`src/rtl/vec_umin16_pkg.sv`:
```
package vec_umin16_pkg;

  // Width mode of a request; the encoding is decoded by vec_umin16_dec.
  typedef enum logic [1:0] {
    VM_MERGE128 = 2'b00,
    VM_ZERO128  = 2'b01,
    VM_FULL256  = 2'b10,
    VM_RSVD     = 2'b11
  } vmode_e;

  // What the upper half of the result receives.
  typedef enum logic [1:0] {
    UP_KEEP = 2'b00,
    UP_ZERO = 2'b01,
    UP_CALC = 2'b10
  } upsel_e;

endpackage

```
`src/rtl/vec_umin16_lane.sv`:
```
module vec_umin16_lane #(
  parameter int W = 16
) (
  input  logic [W-1:0] a,
  input  logic [W-1:0] b,
  output logic [W-1:0] y
);

  // Strictly-less picks the first operand; ties fall to the second.
  function automatic logic [W-1:0] pick_low(input logic [W-1:0] x, input logic [W-1:0] z);
    return (x < z) ? x : z;
  endfunction

  assign y = pick_low(a, b);

endmodule

```
`src/rtl/vec_umin16_dec.sv`:
```
module vec_umin16_dec
  import vec_umin16_pkg::*;
(
  input  logic [1:0] mode,
  input  logic       len,
  output logic       illegal,
  output upsel_e     upper
);

  always_comb begin
    illegal = 1'b0;
    upper   = UP_ZERO;
    case (mode)
      VM_MERGE128: upper = UP_KEEP;
      VM_ZERO128: begin
        upper   = UP_ZERO;
        illegal = len;
      end
      VM_FULL256: upper = UP_CALC;
      default: begin
        upper   = UP_ZERO;
        illegal = 1'b1;
      end
    endcase
  end

endmodule

```
`src/rtl/vec_umin16.sv`:
```
module vec_umin16
  import vec_umin16_pkg::*;
#(
  parameter int LANE_W = 16,
  parameter int LANES  = 16
) (
  input  logic                    clk,
  input  logic                    rst_n,
  input  logic                    in_valid,
  input  logic [1:0]              in_mode,
  input  logic                    in_len,
  input  logic [LANE_W*LANES-1:0] src_a,
  input  logic [LANE_W*LANES-1:0] src_b,
  input  logic [LANE_W*LANES-1:0] dst_old,
  output logic                    out_valid,
  output logic [LANE_W*LANES-1:0] out_result,
  output logic                    out_undef
);

  localparam int VEC_W  = LANE_W * LANES;
  localparam int HALF_W = VEC_W / 2;

  logic [VEC_W-1:0] lane_min;
  logic [VEC_W-1:0] next_result;
  logic             dec_illegal;
  upsel_e           upper_sel;
  logic             accept_ok;

  // One comparator per lane.
  for (genvar g = 0; g < LANES; g++) begin : g_lane
    vec_umin16_lane #(.W(LANE_W)) u_lane (
      .a (src_a[g*LANE_W +: LANE_W]),
      .b (src_b[g*LANE_W +: LANE_W]),
      .y (lane_min[g*LANE_W +: LANE_W])
    );
  end

  vec_umin16_dec u_dec (
    .mode    (in_mode),
    .len     (in_len),
    .illegal (dec_illegal),
    .upper   (upper_sel)
  );

  always_comb begin
    next_result[HALF_W-1:0] = lane_min[HALF_W-1:0];
    case (upper_sel)
      UP_KEEP: next_result[VEC_W-1:HALF_W] = dst_old[VEC_W-1:HALF_W];
      UP_CALC: next_result[VEC_W-1:HALF_W] = lane_min[VEC_W-1:HALF_W];
      default: next_result[VEC_W-1:HALF_W] = '0;
    endcase
  end

  assign accept_ok = in_valid & ~dec_illegal;

  always_ff @(posedge clk) begin
    if (!rst_n) begin
      out_valid  <= 1'b0;
      out_undef  <= 1'b0;
      out_result <= '0;
    end else begin
      out_valid <= in_valid;
      out_undef <= in_valid & dec_illegal;
      if (accept_ok) out_result <= next_result;
    end
  end

endmodule

```
`config.mk`:
```
export PLATFORM = sky130hd
export DESIGN_NAME = vec_umin16
export DESIGN_NICKNAME = d
export VERILOG_FILES = /design/src/rtl/vec_umin16_pkg.sv /design/src/rtl/vec_umin16_lane.sv /design/src/rtl/vec_umin16_dec.sv /design/src/rtl/vec_umin16.sv
export SDC_FILE = /design/constraint.sdc
export NUM_CORES = 1
export LEC_CHECK = 0
export BUFFER_PORTS_ARGS = -buffer_cell sky130_fd_sc_hd__buf_2
export CAP_MARGIN = 20
export CELL_PAD_IN_SITES_DETAIL_PLACEMENT = 1
export CELL_PAD_IN_SITES_GLOBAL_PLACEMENT = 2
export CORE_AREA = 2 2 400 402
export CTS_BUF_LIST = sky130_fd_sc_hd__clkbuf_8
export DETAILED_ROUTE_END_ITERATION = 10
export DIE_AREA = 0 0 402 404
export GPL_ROUTABILITY_DRIVEN = 1
export PLACE_DENSITY_LB_ADDON = 0.1
export SLEW_MARGIN = 20
export SYNTH_ARGS = -nofsm -noshare
export SYNTH_HDL_FRONTEND = slang
export SYNTH_SLANG_ARGS = --single-unit
```
`constraint.sdc`:
```
create_clock -name clk -period 3.5 [get_ports clk]
set_input_delay 0.35 -clock clk [delete_from_list [all_inputs] [get_ports clk]]
set_output_delay 0.35 -clock clk [all_outputs]
set_load 0.03 [all_outputs]
```
==> flow_summary.json <==
{
  "relSlewSlack": 0.355,
  "dieArea_mm2": 0.162,
  "p_leak_nw": 16.9,
  "grt_pass1_vias": 28700,
  "worst_pin_slew_ns": 0.967,
  "final_cell_mix": "buf_2 (902), nand2_1 (563), dlygate4sd3_1 (511), inv_1 (289), dfxtp_1 (258)",
  "n_fill_cell": 19100,
  "syn_area_mm2": 0.0209,
  "netlist_instances": 2750,
  "r2r_slack_ns": 1.86,
  "p_seq_frac": 0.300,
  "synth_edf_count": 0,
  "grtUsageTotal": 0.173,
  "final_layout_size_suffix_gt1_frac": 0.273,
  "final_area_mm2": 0.0345,
  "drv_cap": 0,
  "cts_tree": "built",
  "row_count": 146,
  "ys_warn_count": 0,
  "cts.reportedPaths.clkPinSlew_ns": 0.05,
  "final_antenna_net_count": 0,
  "io_pins": 1032,
  "ys_seq_area_frac": 0.247,
  "vias": 26900,
  "htree_levels": 3,
  "crit_arrival_ns": 3.66,
  "worstHoldPathCells": 4,
  "max_freq_mhz": 324,
  "gp_congestion": 0.775,
  "drt-initial-drc-count": 1014,
  "dr.pass1.iters": 5,
  "p_sw_frac": 0.388,
  "post_cts_buffers": 0,
  "synth_top_area_frac": 0.247,
  "start_kind": "primary input",
  "rr_endpoint": "out_result[143]",
  "cts_resized": 0,
  "finalHoldViolCount": 0,
  "comb_power_share": 0.322,
  "critPathKind": "in2reg",
  "netlist_top_cells_area": "dfxtp_1 (25%), ha_1 (14%), nand2_1 (10%)",
  "numCtsBuffers": 69,
  "period_minus_slack_ns": 3.09,
  "grt_max_degree": 118,
  "start_util": 0.133,
  "holdCritPathClass": "in2reg",
  "die-width_um": 402,
  "vdd_drop_max_mv": 0.202,
  "clockBufferDepth": 3,
  "grt_pass1_wl_mm": 208,
  "synthArstFlopShare": 0,
  "synth_seq_cells": 258,
  "syn2layout_area_growth_pct": 64.9,
  "final_max_slew_viol_count": 0,
  "numClockSinks": 258,
  "hp-start": "src_b[176]",
  "syn_area_per_cell_um2": 7.61,
  "final_common_cell": "buf_2",
  "clkPwrFrac": 0.378,
  "worstSkewPairLatency_ns": 0.71,
  "crit_path_end_kind": "flip-flop",
  "coreArea_mm2": 0.158,
  "synth.net_count": 3764,
  "root_buffer": "clkbuf_8",
  "synthDistinctLibCells": 56,
  "port_buffers": 903,
  "fin_crit_sh": 0.882,
  "drt-total-wl_mm": 145,
  "placed_area_mm2": 0.0280,
  "fin_setup_tns_ns": 0,
  "nets": 5109,
  "setup_viol": 0,
  "cts.hold.buffers_added": 511,
  "antenna_found_initial": 120,
  "avgRoutedWirePerCell_um": 23.1,
  "cp_max_fo": 16,
  "finalPower_w": 0.0110,
  "p_per_area_mw_per_mm2": 317,
  "p_sw_w": 0.00425,
  "reg2regPathDepth": 5,
  "run_status": "completed",
  "detailed_place_hpwl_mm": 112,
  "avgViaCountPerCell": 4.31,
  "rsz0062_at_grt": "no",
  "drc": 0,
  "p_int_w": 0.00671,
  "min_to": "out_result[176]",
  "skew_ns": 0,
  "cp.required_ns": 4.07,
  "synth_top_flop_cell": "dfxtp_1",
  "synth_top_area_cell": "dfxtp_1",
  "r2r-start": "out_result[143]",
  "die-height_um": 404,
  "grt_overflow": 0
}
cells in the mapped netlist, types with 48 or more instances:
cell type	instances
o311ai_0	112
a221o_1	61
or4_1	48
a21boi_0	59
clkbuf_1	163
o21ai_0	63
ha_1	240
inv_1	259
nand3_1	182
nand2_1	564
dfxtp_1	258
o211a_1	60
o211ai_1	140
nand4_1	57
a21oi_1	179
power by group through the flow:
stage                     logic (W)  registers, W  clock network (W)
final                       0.00353       0.00329            0.00414
after global routing        0.00389       0.00332            0.00455
after CTS                   0.00361       0.00330            0.00447
after detailed placement    0.00305       0.00336                  0
after global placement      0.00307       0.00336                  0
after floorplan             0.00122       0.00373                  0
worst max-delay path: stages:
cell	delay, ns
dlygate4sd3_1	0.60
buf_2	0.16
ha_1	0.33
nand4_1	0.20
nor4_2	0.35
a32oi_2	0.15
and2_1	0.49
a311o_1	0.48
dlygate4sd3_1	0.55
per-stage QoR:
| stage | cells | util | setup WS [ns] | hold WS, ns |
|---|---|---|---|---|
| 6_report | 6254 | 0.219 | 0.414 | 0.113 |
| 5_1_grt | 6238 | 0.218 | 0.198 | 0.0737 |
| 4_1_cts | 6219 | 0.218 | 0.436 | 0.00827 |
| 3_5_place_dp | 5585 | 0.177 | 0.796 | 0.438 |
| 3_3_place_gp | 5585 | 0.177 | 0.786 | 0.437 |
| 2_1_floorplan | 2750 | - | 1.23 | 0.496 |
layout make-up:
type | instances | area (um^2) | share of cell area
antenna | 35 | 87.6 | 0.00254
clock buffer | 82 | 1130 | 0.0327
clock inverter | 41 | 195 | 0.00565
inverter | 259 | 972 | 0.0282
multi-input combinational | 2011 | 13900 | 0.404
sequential | 258 | 5160 | 0.150
tap | 2072 | 2590 | 0.0751
timing repair buffer | 1496 | 10400 | 0.302
worst max-delay path by stage:
stage	from	end	slack [ns]	cells after the start
2_1_floorplan	src_b[139]	out_result[129]	1.23	8
3_3_place_gp	src_b[139]	out_result[130]	0.79	10
3_5_place_dp	src_b[13]	out_result[1]	0.80	9
4_1_cts	src_a[222]	out_result[220]	0.44	9
5_1_grt	src_b[13]	out_result[4]	0.20	11
6_report	src_a[222]	out_result[215]	0.41	9
sequential cells by signal, summed over array words and instances (netlist names):
register,cells
out_result,256
out_undef,1
out_valid,1
metal layers:
| layer | vias up | track usage | share of wire |
|---|---|---|---|
| met5 | - | 0 | 0.0045 |
| met4 | 94 | 0.0437 | 0.023 |
| met3 | 274 | 0.0657 | 0.083 |
| met2 | 710 | 0.300 | 0.48 |
| met1 | 12900 | 0.198 | 0.41 |
| li1 | 12900 | - | - |
logic make-up after synthesis:
family | share of synthesized area
AOI/OAI and AO/OA | 0.312
DFF | 0.247
buffers and inverters | 0.0921
and+or+nand+nor | 0.205
adders and majority gates | 0.143
(Power assumes the default switching activity.)
